## src/rtl/sgdma_pkg.sv

```systemverilog
package sgdma_pkg;

    localparam int unsigned WORD_W    = 32;
    localparam int unsigned HALF_W    = 16;
    localparam int unsigned EOT_BIT   = 31;
    localparam int unsigned CMD_GO    = 0;
    localparam int unsigned CMD_DIR   = 3;
    localparam int unsigned STS_BUSY  = 0;
    localparam int unsigned STS_FAULT = 1;
    localparam int unsigned STS_DONE  = 2;

    typedef enum logic [1:0] {
        SEL_CMD    = 2'd0,
        SEL_STATUS = 2'd1,
        SEL_TABLE  = 2'd2,
        SEL_NONE   = 2'd3
    } reg_sel_e;

    typedef enum logic [2:0] {
        WK_IDLE,
        WK_DESC_ADDR,
        WK_DESC_CNT,
        WK_MEM_RD,
        WK_DEV,
        WK_MEM_WR
    } walk_state_e;

    // control handed from the register block to the walker
    typedef struct packed {
        logic go;
        logic halt;
        logic to_mem;
    } walk_ctl_t;

    // events reported back by the walker
    typedef struct packed {
        logic busy;
        logic finished;
        logic fault;
    } walk_evt_t;

    // halfwords in one region; an all-zero count field means the full 64 KB
    function automatic logic [HALF_W-1:0] region_halfwords(input logic [WORD_W-1:0] cw);
        logic [HALF_W-2:0] h;
        h = cw[HALF_W-1:1];
        return (h == '0) ? {1'b1, {(HALF_W-1){1'b0}}} : {1'b0, h};
    endfunction

    function automatic logic [HALF_W-1:0] lane_pick(input logic [WORD_W-1:0] w, input logic upper);
        return upper ? w[WORD_W-1:HALF_W] : w[HALF_W-1:0];
    endfunction

    function automatic logic [3:0] lane_enables(input logic upper);
        return upper ? 4'b1100 : 4'b0011;
    endfunction

endpackage

```

## src/rtl/sgdma_regs.sv

```systemverilog
module sgdma_regs
    import sgdma_pkg::*;
(
    input  logic                clk,
    input  logic                rst,
    input  logic                reg_wr,
    input  logic [1:0]          reg_addr,
    input  logic [WORD_W-1:0]   reg_wdata,
    output logic [WORD_W-1:0]   reg_rdata,
    input  logic                dev_irq,
    input  walk_evt_t           evt,
    output walk_ctl_t           ctl,
    output logic [WORD_W-3:0]   table_base,
    output logic                irq
);

    logic              start_q;
    logic              dir_q;
    logic [WORD_W-3:0] base_q;
    logic              done_q;
    logic              fault_q;

    logic wr_cmd, wr_sts, wr_tbl;
    logic clr_done, clr_fault;

    assign wr_cmd    = reg_wr && (reg_sel_e'(reg_addr) == SEL_CMD);
    assign wr_sts    = reg_wr && (reg_sel_e'(reg_addr) == SEL_STATUS);
    assign wr_tbl    = reg_wr && (reg_sel_e'(reg_addr) == SEL_TABLE);
    assign clr_done  = wr_sts && reg_wdata[STS_DONE];
    assign clr_fault = wr_sts && reg_wdata[STS_FAULT];

    assign ctl.go     = wr_cmd && reg_wdata[CMD_GO] && !start_q;
    assign ctl.halt   = wr_cmd && !reg_wdata[CMD_GO];
    assign ctl.to_mem = dir_q;
    assign table_base = base_q;
    assign irq        = done_q;

    always_ff @(posedge clk) begin
        if (rst) begin
            start_q <= 1'b0;
            dir_q   <= 1'b0;
            base_q  <= '0;
            done_q  <= 1'b0;
            fault_q <= 1'b0;
        end else begin
            if (wr_cmd) start_q <= reg_wdata[CMD_GO];
            if (ctl.go) dir_q   <= reg_wdata[CMD_DIR];
            if (wr_tbl) base_q  <= reg_wdata[WORD_W-1:2];
            // a set event wins over a clear in the same cycle
            done_q  <= (done_q && !clr_done) || evt.finished || dev_irq;
            fault_q <= (fault_q && !clr_fault) || evt.fault;
        end
    end

    always_comb begin
        reg_rdata = '0;
        unique case (reg_sel_e'(reg_addr))
            SEL_CMD: begin
                reg_rdata[CMD_GO]  = start_q;
                reg_rdata[CMD_DIR] = dir_q;
            end
            SEL_STATUS: begin
                reg_rdata[STS_BUSY]  = evt.busy;
                reg_rdata[STS_FAULT] = fault_q;
                reg_rdata[STS_DONE]  = done_q;
            end
            SEL_TABLE: reg_rdata = {base_q, 2'b00};
            default:   reg_rdata = '0;
        endcase
    end

    assert_done_sticky_R11: assert property (@(posedge clk) disable iff (rst)
        done_q && !clr_done |=> done_q)
        else $error("interrupt latch lost without a one written");

    assert_fault_sticky_R11: assert property (@(posedge clk) disable iff (rst)
        fault_q && !clr_fault |=> fault_q)
        else $error("error latch lost without a one written");

    assert_devirq_sets_R12: assert property (@(posedge clk) disable iff (rst)
        dev_irq |=> irq)
        else $error("device interrupt not latched");

    assert_fault_latched_R10: assert property (@(posedge clk) disable iff (rst)
        evt.fault |=> fault_q)
        else $error("walker fault not latched");

endmodule

```

## src/rtl/sgdma_walker.sv

```systemverilog
module sgdma_walker
    import sgdma_pkg::*;
#(
    parameter int unsigned PAGE_BITS = 12
) (
    input  logic                clk,
    input  logic                rst,
    input  walk_ctl_t           ctl,
    input  logic [WORD_W-3:0]   table_base,
    output walk_evt_t           evt,
    output logic                mrd_req,
    output logic [WORD_W-1:0]   mrd_addr,
    input  logic                mrd_ack,
    input  logic [WORD_W-1:0]   mrd_data,
    input  logic                mrd_err,
    output logic                mwr_req,
    output logic [WORD_W-1:0]   mwr_addr,
    output logic [WORD_W-1:0]   mwr_data,
    output logic [3:0]          mwr_be,
    input  logic                mwr_ack,
    output logic                dev_req,
    input  logic                dev_ack,
    input  logic [HALF_W-1:0]   dev_din,
    output logic [HALF_W-1:0]   dev_dout
);

    localparam int unsigned PAGE_W = WORD_W - PAGE_BITS;

    walk_state_e       state;
    logic [WORD_W-1:0] pos;
    logic [PAGE_W-1:0] page;
    logic [WORD_W-1:0] cur;
    logic [HALF_W-1:0] rem;
    logic              eot;
    logic [HALF_W-1:0] hold;

    logic              fetching;
    logic [WORD_W-1:0] fetch_addr;
    logic              crossing;
    logic              rd_fault;
    logic              beat_done;
    logic              last_beat;
    walk_state_e       after_beat;

    assign fetching   = (state == WK_DESC_ADDR) || (state == WK_DESC_CNT);
    assign fetch_addr = (state == WK_DESC_CNT) ? pos + 32'd4 : pos;
    assign crossing   = fetching && (fetch_addr[WORD_W-1:PAGE_BITS] != page);

    assign mrd_req  = (fetching && !crossing) || (state == WK_MEM_RD);
    assign mrd_addr = fetching ? fetch_addr : {cur[WORD_W-1:2], 2'b00};
    assign mwr_req  = (state == WK_MEM_WR);
    assign mwr_addr = {cur[WORD_W-1:2], 2'b00};
    assign mwr_data = {hold, hold};
    assign mwr_be   = lane_enables(cur[1]);
    assign dev_req  = (state == WK_DEV);
    assign dev_dout = hold;

    assign rd_fault  = mrd_req && mrd_ack && mrd_err;
    assign beat_done = (dev_req && dev_ack && !ctl.to_mem) || (mwr_req && mwr_ack);
    assign last_beat = (rem == {{(HALF_W-1){1'b0}}, 1'b1});

    always_comb begin
        if (!last_beat)
            after_beat = ctl.to_mem ? WK_DEV : WK_MEM_RD;
        else if (eot)
            after_beat = WK_IDLE;
        else
            after_beat = WK_DESC_ADDR;
    end

    assign evt.busy     = (state != WK_IDLE);
    assign evt.finished = !ctl.halt && beat_done && last_beat && eot;
    assign evt.fault    = !ctl.halt && (crossing || rd_fault);

    always_ff @(posedge clk) begin
        if (rst) begin
            state <= WK_IDLE;
            pos   <= '0;
            page  <= '0;
            cur   <= '0;
            rem   <= '0;
            eot   <= 1'b0;
            hold  <= '0;
        end else if (ctl.halt) begin
            state <= WK_IDLE;
        end else begin
            unique case (state)
                WK_IDLE: if (ctl.go) begin
                    pos   <= {table_base, 2'b00};
                    page  <= table_base[WORD_W-3:PAGE_BITS-2];
                    state <= WK_DESC_ADDR;
                end
                WK_DESC_ADDR: begin
                    if (crossing) begin
                        state <= WK_IDLE;
                    end else if (mrd_ack) begin
                        if (mrd_err) begin
                            state <= WK_IDLE;
                        end else begin
                            cur   <= {mrd_data[WORD_W-1:2], 2'b00};
                            state <= WK_DESC_CNT;
                        end
                    end
                end
                WK_DESC_CNT: begin
                    if (crossing) begin
                        state <= WK_IDLE;
                    end else if (mrd_ack) begin
                        if (mrd_err) begin
                            state <= WK_IDLE;
                        end else begin
                            rem   <= region_halfwords(mrd_data);
                            eot   <= mrd_data[EOT_BIT];
                            pos   <= pos + 32'd8;
                            state <= ctl.to_mem ? WK_DEV : WK_MEM_RD;
                        end
                    end
                end
                WK_MEM_RD: if (mrd_ack) begin
                    if (mrd_err) begin
                        state <= WK_IDLE;
                    end else begin
                        hold  <= lane_pick(mrd_data, cur[1]);
                        state <= WK_DEV;
                    end
                end
                WK_DEV: if (dev_ack) begin
                    if (ctl.to_mem) begin
                        hold  <= dev_din;
                        state <= WK_MEM_WR;
                    end else begin
                        cur   <= cur + 32'd2;
                        rem   <= rem - 1'b1;
                        state <= after_beat;
                    end
                end
                WK_MEM_WR: if (mwr_ack) begin
                    cur   <= cur + 32'd2;
                    rem   <= rem - 1'b1;
                    state <= after_beat;
                end
                default: state <= WK_IDLE;
            endcase
        end
    end

    assert_one_request_R13: assert property (@(posedge clk) disable iff (rst)
        $onehot0({mrd_req, mwr_req, dev_req}))
        else $error("more than one request at once");

    assert_read_held_R13: assert property (@(posedge clk) disable iff (rst)
        mrd_req && !mrd_ack && !ctl.halt |=> mrd_req && $stable(mrd_addr))
        else $error("read request dropped or moved before acknowledge");

    assert_halt_flush_R7: assert property (@(posedge clk) disable iff (rst)
        ctl.halt |=> !evt.busy && !mrd_req && !mwr_req && !dev_req)
        else $error("engine still busy after stop");

    assert_finish_idle_R6: assert property (@(posedge clk) disable iff (rst)
        evt.finished |=> !evt.busy && !mrd_req)
        else $error("engine kept going after last region");

endmodule

```

## src/rtl/sgdma_engine.sv

```systemverilog
module sgdma_engine
    import sgdma_pkg::*;
#(
    parameter int unsigned PAGE_BITS = 12
) (
    input  logic        clk,
    input  logic        rst,
    input  logic        reg_wr,
    input  logic [1:0]  reg_addr,
    input  logic [31:0] reg_wdata,
    output logic [31:0] reg_rdata,
    output logic        mrd_req,
    output logic [31:0] mrd_addr,
    input  logic        mrd_ack,
    input  logic [31:0] mrd_data,
    input  logic        mrd_err,
    output logic        mwr_req,
    output logic [31:0] mwr_addr,
    output logic [31:0] mwr_data,
    output logic [3:0]  mwr_be,
    input  logic        mwr_ack,
    output logic        dev_req,
    input  logic        dev_ack,
    input  logic [15:0] dev_din,
    output logic [15:0] dev_dout,
    input  logic        dev_irq,
    output logic        irq
);

    walk_ctl_t         ctl;
    walk_evt_t         evt;
    logic [WORD_W-3:0] table_base;

    sgdma_regs u_regs (
        .clk        (clk),
        .rst        (rst),
        .reg_wr     (reg_wr),
        .reg_addr   (reg_addr),
        .reg_wdata  (reg_wdata),
        .reg_rdata  (reg_rdata),
        .dev_irq    (dev_irq),
        .evt        (evt),
        .ctl        (ctl),
        .table_base (table_base),
        .irq        (irq)
    );

    sgdma_walker #(.PAGE_BITS(PAGE_BITS)) u_walker (
        .clk        (clk),
        .rst        (rst),
        .ctl        (ctl),
        .table_base (table_base),
        .evt        (evt),
        .mrd_req    (mrd_req),
        .mrd_addr   (mrd_addr),
        .mrd_ack    (mrd_ack),
        .mrd_data   (mrd_data),
        .mrd_err    (mrd_err),
        .mwr_req    (mwr_req),
        .mwr_addr   (mwr_addr),
        .mwr_data   (mwr_data),
        .mwr_be     (mwr_be),
        .mwr_ack    (mwr_ack),
        .dev_req    (dev_req),
        .dev_ack    (dev_ack),
        .dev_din    (dev_din),
        .dev_dout   (dev_dout)
    );

    assert_start_runs_R7: assert property (@(posedge clk) disable iff (rst)
        ctl.go |=> evt.busy)
        else $error("start write did not start the engine");

endmodule

```

## config.mk

```make
export PLATFORM = sky130hd
export DESIGN_NAME = sgdma_engine
export DESIGN_NICKNAME = d
export VERILOG_FILES = /design/src/rtl/sgdma_pkg.sv /design/src/rtl/sgdma_regs.sv /design/src/rtl/sgdma_walker.sv /design/src/rtl/sgdma_engine.sv
export SDC_FILE = /design/constraint.sdc
export NUM_CORES = 1
export LEC_CHECK = 0
export BUFFER_PORTS_ARGS = -buffer_cell sky130_fd_sc_hd__clkbuf_2
export CORE_AREA = 5 5 213 215
export CTS_CLUSTER_SIZE = 12
export DETAILED_ROUTE_END_ITERATION = 10
export DIE_AREA = 0 0 218 220
export GPL_ROUTABILITY_DRIVEN = 1
export REMOVE_ABC_BUFFERS = 1
export SYNTH_ARGS = -nofsm -noshare
export SYNTH_HDL_FRONTEND = slang
export SYNTH_HIERARCHICAL = 1
export SYNTH_SLANG_ARGS = --single-unit
```

## constraint.sdc

```tcl
create_clock -name clk -period 3.2 [get_ports clk]
set_clock_uncertainty 0.1 [all_clocks]
set_input_delay 0.16 -clock clk [delete_from_list [all_inputs] [get_ports clk]]
set_output_delay 0.16 -clock clk [all_outputs]
set_load 0.01 [all_outputs]
```

==> flow_summary_export.csv, run 1 <==
group,metric,value,unit
global_route,overflow,0,
synth,synth_compound_area_frac,0.277,
pwr,p_leak,6.11,nW
timing,period_minus_slack,3.71,ns
place,numPortBuffers,237,
clocking,clk_latency,0.48,ns
floorplanning,pin_count,242,
clocking,cts_sinks,151,
floorplanning,dieWidth,218,um
worst_setup_path,r2r-end,"u_walker/rem[13]$_SDFFE_PP0P_",
synth,synth.avg_cell_area,7.29,sq um
timing,setup_tns,-23.15,ns
floorplanning,start_util,0.245,
run_status,violations,"setup timing",
worst_setup_path,timing.rr.start,"u_walker/pos[3]$_SDFFE_PP0P_",
clocking,cts_tree,"built",
worst_setup_path,r2r_setup_slack,-0.51,ns
finish,fin_nets,1930,
synth,synthTopCellsByArea,"dfxtp_1 (28%), a21oi_1 (7.5%), nand2_1 (5.7%)",
pwr,peakVddDrop,532,uV
global_route,grt_first_pass_wirelength,74600,um
synth,synth-seq-cells,151,
worst_setup_path,crit_family,"simple AND/OR/NAND/NOR gates",
global_route,grt-busiest-layer,"met2",
place,dp.final_hpwl,36500,um
synth,synth_edf_count,0,
global_route,use_met2,0.340,
timing,setup_violations,82,
worst_setup_path,slowest_stage,"or4_4",
finish,seqCellArea,3050,sq um
timing,tightest_slew,0.920,ns
worst_setup_path,path_cells,"ha_4, nand3_2, buf_4, buf_4, nor4_4, buf_6, nand2_4, mux2i_2, o2111ai_2, or4_4, buf_6, buf_8, nor4_4, buf_4, a21o_1, buf_6, o22ai_1",
worst_setup_path,cp_max_fo,5,
global_route,globalRouteMet1Util,0.254,
worst_setup_path,slowest_delay,0.58,ns
synth,yosysWarnings,6,
synth,netlist_instances,1464,
run_status,outcome,"complete, but fails checks",
synth,yosysSeqAreaShare,0.283,
detailed_routing,viasPerCell,5.28,
detailed_routing,drtAntennaViolNets,0,
floorplanning,die_h,220,um
finish,multi_input_area,7550,sq um
synth,async_reset_ff_frac,0,
worst_setup_path,ff2ff_path_depth,17,
detailed_routing,drc_errors,0,
synth,synthAdderAreaFrac,0.00938,
synth,synth_top_family_by_area,"simple AND/OR/NAND/NOR gates",
worst_setup_path,criticalPathCategory,"flip-flop to flip-flop",
clocking,cts_buffer_depth,2,
worst_setup_path,cp.required,3.45,ns
synth,synthTopCellsByCount,"nand2_1 (163), a21oi_1 (159), dfxtp_1 (151)",
synth,synth_cell_type_count,80,
global_route,grt_util_met3,0.0401,
detailed_routing,drtPass1Iterations,6,
synth,synth_top_cell_by_area,"dfxtp_1",
timing,finalHoldViolCount,0,
clocking,htreeDepth,4,
timing,relSlewSlack,0.383,
worst_setup_path,crit_start,"u_walker/pos[3]$_SDFFE_PP0P_",
worst_setup_path,crit_end,"u_walker/rem[13]$_SDFFE_PP0P_",
worst_setup_path,cp_num_cells,17,
timing,layout_setup_ws,-0.506,ns
global_route,antenna_found_initial,2,
finish,num-fill-cells,4575,
timing,grt_setup_unrepaired,"true",
global_route,grt_util_all_layers,0.202,
place,place_congestion,0.927,
floorplanning,die_area,48000,sq um
timing,maxSlewViolCount,0,
worst_setup_path,arrival,3.96,ns
detailed_routing,num_vias,12900,
synth,synth_xor_area_frac,0.0360,
finish,drive_gt1_frac,0.353,
synth,synth_top_cell_area_share,0.283,
global_route,first_global_vias,12200,
clocking,clock_tree.root_cell,"clkbuf_16",
worst_setup_path,startpoint_type,"flip-flop",
detailed_routing,drt_iter0_markers,1192,
hold_path,hold_class,"input pin to flip-flop",
synth,yosys.area_share.simple,0.279,
synth,syn-cell-area,10700,sq um
detailed_routing,routedWlPerCell,20.6,um
finish,syn_to_final_growth,48.0,%
detailed_routing,finalWirelength,50300,um
clocking,cts.clk_slew.worst_paths,0.07,ns
global_route,grt_max_degree,67,
finish,diodes,0,
pwr,power_density,544,nW/um^2
flow_run,maxCapViolCount,0,
synth,muxShareOfSynthArea,0.0226,
synth,synth_most_common_cell,"nand2_1",
timing,fmax,270,MHz
synth,synth_flop_cell,"dfxtp_1",
timing,fin_hold_ws,0.0252,ns
worst_setup_path,critPathBufInv,7,
clocking,cts_buffers,17,
floorplanning,row_count,77,
worst_setup_path,end_kind,"flip-flop",
floorplanning,core-area,43500,sq um
timing,fin_crit_sh,1.16,
## state kept, by name, summed over array words and instances, names as in the netlist
name,flops
u_regs/fault_q,1
u_walker/rem,16
u_walker/eot,1
u_regs/start_q,1
u_walker/state,3
u_walker/page,20
u_regs/table_base,30
u_walker/pos,30
u_walker/dev_dout,16
u_walker/cur,31
u_regs/irq,1
u_regs/dir_q,1
## worst reg2reg max path: cells and delay by family (launching register included)
kind | cells | cell delay, ns
adder cells (fa/ha/maj) | 1 | 0.15
multiplexers | 1 | 0.26
flip-flops | 1 | 0.39
AND/OR/NAND/NOR | 5 | 1.22
AO/OA/AOI/OAI | 3 | 0.44
buffers and inverters | 7 | 1.04
## through the flow
step | instances | cell area [sq um] | utilization | setup WS, ns | power (mW)
2_1_floorplan | 1301 | 9800 | - | -1.06 | 3.69
3_3_place_gp | 2309 | 13200 | 0.303 | -0.555 | 5.27
3_5_place_dp | 2309 | 13200 | 0.303 | -0.608 | 5.28
4_1_cts | 2434 | 15500 | 0.356 | -0.504 | 8.42
5_1_grt | 2437 | 15800 | 0.363 | -0.611 | 9.01
6_report | 2437 | 15800 | 0.363 | -0.506 | 8.58
## final cells by class
cell class / instances / share of cell area
clock buffers: 17 / 0.0269
clock inverters: 15 / 0.00990
inverters: 29 / 0.00689
multi-input cells: 1122 / 0.478
flip-flops and latches: 151 / 0.193
well taps: 592 / 0.0469
repair buffers: 511 / 0.238
## report_power, final
group	switching (mW)	internal, mW	leakage [nW]	total [mW]
Clock	0.980	1.10	0.278	2.08
Sequential	0.169	2.01	1.23	2.18
Combinational	2.40	1.93	4.60	4.33
## logic make-up (layout without fill, tap and decap cells)
kind of cell               Yosys count  in the layout
and+or+nand+nor                    606            606
muxes                               24             24
other                                1              4
adders and majority gates            8              8
buffers and inverters              195            572
xor gates and xnor gates            39             39
AOI/OAI and AO/OA                  440            441
DFF                                151            151
## worst min-delay path by stage
stage / startpoint / to / slack (ns) / cells after the start
6_report: mrd_data[20] / u_walker/cur[20]$_SDFFE_PP0P_ / 0.03 / 3
5_1_grt: mrd_data[16] / u_walker/cur[16]$_SDFFE_PP0P_ / 0.03 / 3
4_1_cts: dev_din[1] / u_walker/dev_dout[1]$_SDFFE_PP0P_ / 0.0005 / 5
3_5_place_dp: reg_wdata[2] / u_regs/irq$_SDFF_PP0_ / 0.28 / 2
3_3_place_gp: reg_wdata[2] / u_regs/irq$_SDFF_PP0_ / 0.27 / 2
2_1_floorplan: rst / u_regs/table_base[0]$_SDFFE_PP0P_ / 0.12 / 1
## routing by layer
metal	vias up	share of wire
met5	-	0
met4	0	0.028
met3	78	0.072
met2	579	0.49
met1	6171	0.41
li1	6042	-
## repair_timing
action                     in CTS  in global routing
gates cloned                    7                  0
gates resized for setup       158                 64
hold buffers                   62                  0
hold endpoints to repair       64                  0
pin swaps                      93                 39
buffers inserted               26                  5
setup endpoints to repair      83                 82
## cells in the final DEF, fill, tap and decap left out, drive strengths merged, types with 22 or more instances in the layout
| cell | count |
|---|---|
| nand2 | 163 |
| dlygate4sd3 | 62 |
| nor4 | 31 |
| o22ai | 26 |
| dfxtp | 151 |
| o21ai | 74 |
| mux2i | 23 |
| inv | 38 |
| a21oi | 167 |
| and2 | 37 |
| nor2 | 151 |
| xnor2 | 25 |
| nand3 | 72 |
| clkbuf | 255 |
| buf | 211 |
| a211oi | 22 |
| a21bo | 31 |
| nand4 | 28 |
| nor3 | 58 |
(Power assumes the default switching activity.)
==> run 2: changes to the inputs <==
- BUFFER_PORTS_ARGS: -buffer_cell sky130_fd_sc_hd__clkbuf_2 -> -buffer_cell sky130_fd_sc_hd__buf_2
==> run 2 against run 1 <==
Net effect: the flow still finishes with violations (setup timing); routed wire length up 0.31%; hold slack better by 0.0043 ns; power down 1.8%; clock power up 6%; non-clock buffer count up 7; sequential cell count unchanged; setup slack better by 0.079 ns; maximum frequency up 2.2%; sequential share of layout area about the same; largest cell class unchanged; highest routed layer unchanged.
==> flow_summary_export.csv, run 2 (synthesis gave the netlist of run 1 again) <==
group,metric,value,unit
global_route,overflow,0,
global_route,grt_first_pass_wirelength,74700,um
floorplanning,die_h,220,um
clocking,cts_buffers,17,
clocking,htreeDepth,4,
place,dp.final_hpwl,36000,um
worst_setup_path,slowest_delay,0.52,ns
global_route,first_global_vias,12300,
floorplanning,start_util,0.245,
worst_setup_path,critPathBufInv,2,
worst_setup_path,cp_max_fo,3,
timing,fmax,276,MHz
finish,num-fill-cells,4568,
floorplanning,pin_count,242,
worst_setup_path,path_cells,"nand4bb_1, buf_4, or4_4, or3_4, a21oi_2, o2111ai_2, or4_4, nor2_4, nand2_1, a21oi_1, buf_4",
detailed_routing,drtPass1Iterations,5,
run_status,outcome,"complete, but fails checks",
finish,diodes,0,
detailed_routing,finalWirelength,50400,um
finish,final_common_cell,"buf_2",
timing,fin_crit_sh,1.13,
pwr,power_density,535,nW/um^2
finish,regMostFlops,"u_walker/cur",
worst_setup_path,crit_family,"simple AND/OR/NAND/NOR gates",
clocking,clock_tree.root_cell,"clkbuf_16",
finish,drive_gt1_frac,0.343,
timing,relSlewSlack,0.341,
clocking,clk_latency,0.48,ns
clocking,cts_buffer_depth,2,
worst_setup_path,arrival,3.37,ns
timing,grt_setup_unrepaired,"true",
detailed_routing,drc_errors,0,
finish,layout.cells.non_filler,2442,
clocking,cts.clk_slew.worst_paths,0.06,ns
detailed_routing,drt_iter0_markers,1172,
detailed_routing,num_vias,13000,
timing,setup_violations,81,
pwr,p_leak,6.24,nW
detailed_routing,viasPerCell,5.31,
clocking,cts_tree,"built",
place,dp.cells,2311,
run_status,violations,"setup timing",
finish,multi_input_area,7470,sq um
timing,layout_setup_ws,-0.428,ns
finish,seqCellArea,3050,sq um
finish,final_cell_mix,"buf_2 (235), buf_4 (183), nand2_1 (160)",
hold_path,hold_class,"input pin to flip-flop",
worst_setup_path,slowest_stage,"or4_4",
global_route,grt_max_degree,121,
timing,period_minus_slack,3.63,ns
timing,tightest_slew,0.983,ns
worst_setup_path,cp.required,2.94,ns
flow_run,maxCapViolCount,0,
floorplanning,core-area,43500,sq um
floorplanning,die_area,48000,sq um
finish,syn_to_final_growth,47.8,%
timing,finalHoldViolCount,0,
place,numPortBuffers,237,
floorplanning,row_count,77,
detailed_routing,routedWlPerCell,20.7,um
worst_setup_path,end_kind,"output port",
timing,setup_tns,-21.51,ns
place,place_congestion,0.950,
finish,fin_nets,1937,
worst_setup_path,startpoint_type,"flip-flop",
place,dp_worst_setup_slack,-0.552,ns
floorplanning,dieWidth,218,um
pwr,peakVddDrop,388,uV
global_route,grt_util_all_layers,0.203,
worst_setup_path,criticalPathCategory,"flip-flop to output port",
clocking,cts_sinks,151,
global_route,antenna_found_initial,1,
finish,largest_register_ffs,31,
timing,maxSlewViolCount,0,
detailed_routing,drtAntennaViolNets,0,
==> run 2: cell types whose count changed in the layout (fill, tap and decap cells not counted), sizes merged <==
| cell | change |
|---|---|
| buf | +237 |
| clkbuf | -233 |
| inv | -8 |
| clkinv | +5 |
| dlygate4sd3 | +5 |
| clkinvlp | -3 |
| bufinv | +2 |
==> run 2: routing by layer <==
metal | share of wire | vias up | GRT usage
met2 | 0.47 | 613 | 0.336
met4 | 0.039 | 0 | 0.0854
met5 | 0 | - | 0
met3 | 0.074 | 104 | 0.0440
met1 | 0.42 | 6211 | 0.255
li1 | - | 6036 | -
==> run 2: tightest hold or removal path, stage by stage <==
cell,delay [ns]
buf_2,0.12
o21ai_0,0.20
a221oi_2,0.07
==> run 2: what timing repair did <==
item,CTS,global route
hold buffers,67,0
pin swaps,67,37
hold endpoints to repair,69,0
resized for setup,121,59
buffers inserted,17,9
setup endpoints to repair,84,88
cloned,8,1
==> run 2: path summary, 6_finish.rpt <==
path	start	to	slack [ns]	cells after the start
min	mrd_data[23]	u_walker/cur[23]$_SDFFE_PP0P_	0.03	3
min reg2reg	u_walker/page[13]$_SDFFE_PP0P_	u_walker/page[13]$_SDFFE_PP0P_	0.37	2
max reg2reg	u_walker/state[2]$_SDFFE_PP0P_	u_walker/cur[5]$_SDFFE_PP0P_	-0.36	12
max	u_walker/state[2]$_SDFFE_PP0P_	mrd_req	-0.43	11
==> run 2: per-stage QoR <==
| stage | util | instance area [sq um] | power (mW) | hold slack (ns) |
|---|---|---|---|---|
| floorplan | - | 9800 | 3.69 | 0.122 |
| global route | 0.362 | 15800 | 8.81 | 0.0238 |
| finish | 0.362 | 15800 | 8.43 | 0.0294 |
| detailed placement | 0.304 | 13200 | 5.26 | 0.276 |
| global placement | 0.304 | 13200 | 5.25 | 0.267 |
| CTS | 0.354 | 15400 | 8.22 | 0.00264 |
==> run 2: final cells by class <==
| type | count | area share |
|---|---|---|
| sequential | 151 | 0.193 |
| tap | 592 | 0.0470 |
| clock inverter | 11 | 0.00945 |
| inverter | 29 | 0.00691 |
| clock buffer | 19 | 0.0287 |
| timing repair buffer | 518 | 0.241 |
| multi-input combinational | 1122 | 0.474 |
==> run 2: power by group <==
group | leakage, nW | switching (mW) | internal [mW] | total [mW]
logic | 4.71 | 2.33 | 1.73 | 4.06
clock network | 0.299 | 0.934 | 1.26 | 2.20
registers | 1.23 | 0.162 | 2.01 | 2.17
total | 6.24 | 3.43 | 5.00 | 8.43
==> run 3: changes to the inputs <==
- GPL_TIMING_DRIVEN: unset -> 0
==> run 3 against run 2 <==
Net effect: the run still ends with setup timing left; routed wire length fell by 4.1%; setup slack got worse by 0.18 ns; sequential power rose by 4%; sequential cell count did not move; first-iteration DRC count rose by 12%; combinational power rose by 3%; sequential share of layout area rose by 1.3 points; core utilization fell by 1.6 points; maximum frequency fell by 4.6%; cell area fell by 4.4%; largest cell class unchanged.
==> flow_summary_export.csv, run 3 (synthesis gave the netlist of run 1 again) <==
group,metric,value,unit
clocking,clk_latency,0.46,ns
worst_setup_path,end_kind,"output port",
detailed_routing,viasPerCell,5.44,
place,dp.cells,2141,
place,dp_worst_setup_slack,-2.55,ns
run_status,violations,"setup timing",
global_route,grt_max_degree,77,
timing,maxSlewViolCount,0,
pwr,pwr-share-seq,0.267,
place,place_congestion,0.917,
worst_setup_path,slowest_delay,0.61,ns
worst_setup_path,criticalPathCategory,"flip-flop to output port",
hold_path,hold_class,"input pin to flip-flop",
worst_setup_path,startpoint_type,"flip-flop",
global_route,first_global_vias,11600,
finish,final_common_cell,"buf_2",
timing,grt_setup_unrepaired,"true",
floorplanning,die_area,48000,sq um
finish,syn_to_final_growth,41.3,%
finish,fin_util,0.346,
pwr,swShare,0.420,
pwr,p_total,8.43,mW
flow_run,maxCapViolCount,0,
pwr,clkPwrFrac,0.235,
finish,diodes,0,
worst_setup_path,cp_max_fo,4,
timing,setup_violations,82,
finish,finalInstanceArea,15100,sq um
timing,finalHoldViolCount,0,
pwr,combPwrFrac,0.498,
timing,fmax,263,MHz
floorplanning,start_util,0.245,
clocking,cts_buffers,17,
place,numPortBuffers,237,
worst_setup_path,crit_family,"simple AND/OR/NAND/NOR gates",
finish,final_cell_mix,"buf_2 (236), nand2_1 (157), a21oi_1 (149)",
timing,fin_crit_sh,1.19,
global_route,overflow,0,
timing,fin_hold_ws,0.0387,ns
global_route,grt_first_pass_wirelength,70200,um
finish,fin_nets,1819,
pwr,p_switching,3.54,mW
floorplanning,die_h,220,um
floorplanning,pin_count,242,
floorplanning,dieWidth,218,um
clocking,clock_tree.root_cell,"clkbuf_16",
detailed_routing,num_vias,12600,
detailed_routing,finalWirelength,48400,um
global_route,antenna_found_initial,0,
detailed_routing,drtAntennaViolNets,0,
pwr,power_density,560,nW/um^2
detailed_routing,drt_iter0_markers,1317,
finish,largest_register_ffs,31,
worst_setup_path,cp.required,2.94,ns
timing,layout_setup_ws,-0.603,ns
timing,period_minus_slack,3.80,ns
timing,relSlewSlack,0.192,
clocking,cts_tree,"built",
finish,layout.cells.non_filler,2325,
pwr,p_leak,5.69,nW
global_route,grt_util_all_layers,0.188,
timing,setup_tns,-35.35,ns
clocking,cts.clk_slew.worst_paths,0.08,ns
detailed_routing,routedWlPerCell,20.8,um
floorplanning,row_count,77,
worst_setup_path,crit_top_cell,"or4_4",
run_status,outcome,"complete, but fails checks",
detailed_routing,drc_errors,0,
place,dp.final_hpwl,32900,um
worst_setup_path,path_cells,"ha_4, nand4bb_4, or4_4, nor3_4, xnor2_2, o2111ai_4, or4_4, nor2_4, nand2_1, a21oi_2, buf_2",
finish,regMostFlops,"u_walker/cur",
pwr,peakVddDrop,458,uV
floorplanning,core-area,43500,sq um
clocking,htreeDepth,4,
detailed_routing,drtPass1Iterations,5,
worst_setup_path,slowest_stage,"or4_4",
pwr,intPower,4.89,mW
finish,drive_gt1_frac,0.338,
worst_setup_path,arrival,3.54,ns
timing,tightest_slew,1.21,ns
clocking,cts_sinks,151,
clocking,cts_buffer_depth,2,
place,place_area,12000,sq um
worst_setup_path,critPathBufInv,1,
==> run 3: cell count changes in the layout (fill, tap and decap cells not counted), moves of 9 or more <==
cell and delta:
buf_4 -116, dfxtp_4 +16, o21ai_2 +12, dfxtp_1 -15
a21oi_4 -9, buf_6 +12, dlygate4sd3_1 -20
==> run 3: routing by layer <==
| layer | up-vias | GRT usage | routed length (um) |
|---|---|---|---|
| li1 | 5821 | - | - |
| met1 | 6042 | 0.238 | 19500 |
| met2 | 665 | 0.316 | 23000 |
| met3 | 120 | 0.0359 | 4020 |
| met4 | 0 | 0.0728 | 1860 |
| met5 | - | 0 | 0 |
==> run 3: worst paths after layout <==
kind	endpoint	start	slack, ns	depth (start not counted)
hold reg to reg	u_walker/page[8]$_SDFFE_PP0P_	u_walker/page[8]$_SDFFE_PP0P_	0.37	2
setup reg to reg	u_walker/rem[5]$_SDFFE_PP0P_	u_walker/pos[10]$_SDFFE_PP0P_	-0.52	14
hold / removal	u_walker/dev_dout[7]$_SDFFE_PP0P_	dev_din[7]	0.04	5
setup / recovery	mrd_req	u_walker/pos[3]$_SDFFE_PP0P_	-0.60	11
==> run 3: layout make-up <==
type                    count  area [sq um]
clock inverters            11           103
repair buffers            396          2880
flip-flops and latches    151          3100
inverters                  29           110
multi-input cells        1126          7690
fillers                  4526         28500
well taps                 592           741
clock buffers              20           447
==> run 3: power by group through the flow <==
stage	combinational (mW)	sequential, mW	clock, mW
3_3_place_gp	2.56	2.30	0
3_5_place_dp	2.66	2.31	0
5_1_grt	4.40	2.27	2.10
2_1_floorplan	1.45	2.23	0
4_1_cts	3.69	2.24	2.04
6_report	4.20	2.25	1.98
==> run 3: repair_timing <==
item,in CTS,in global routing
setup buffers,76,24
hold buffers,47,0
gates resized for setup,164,96
hold endpoints to repair,50,0
endpoints found under the setup margin,128,91
pin swaps,74,56
gates cloned,5,3
==> run 3: tightest hold or removal path, stage by stage <==
cell,delay (ns)
buf_2,0.09
nor2_1,0.10
a211oi_1,0.05
a21oi_1,0.11
nor2_1,0.04
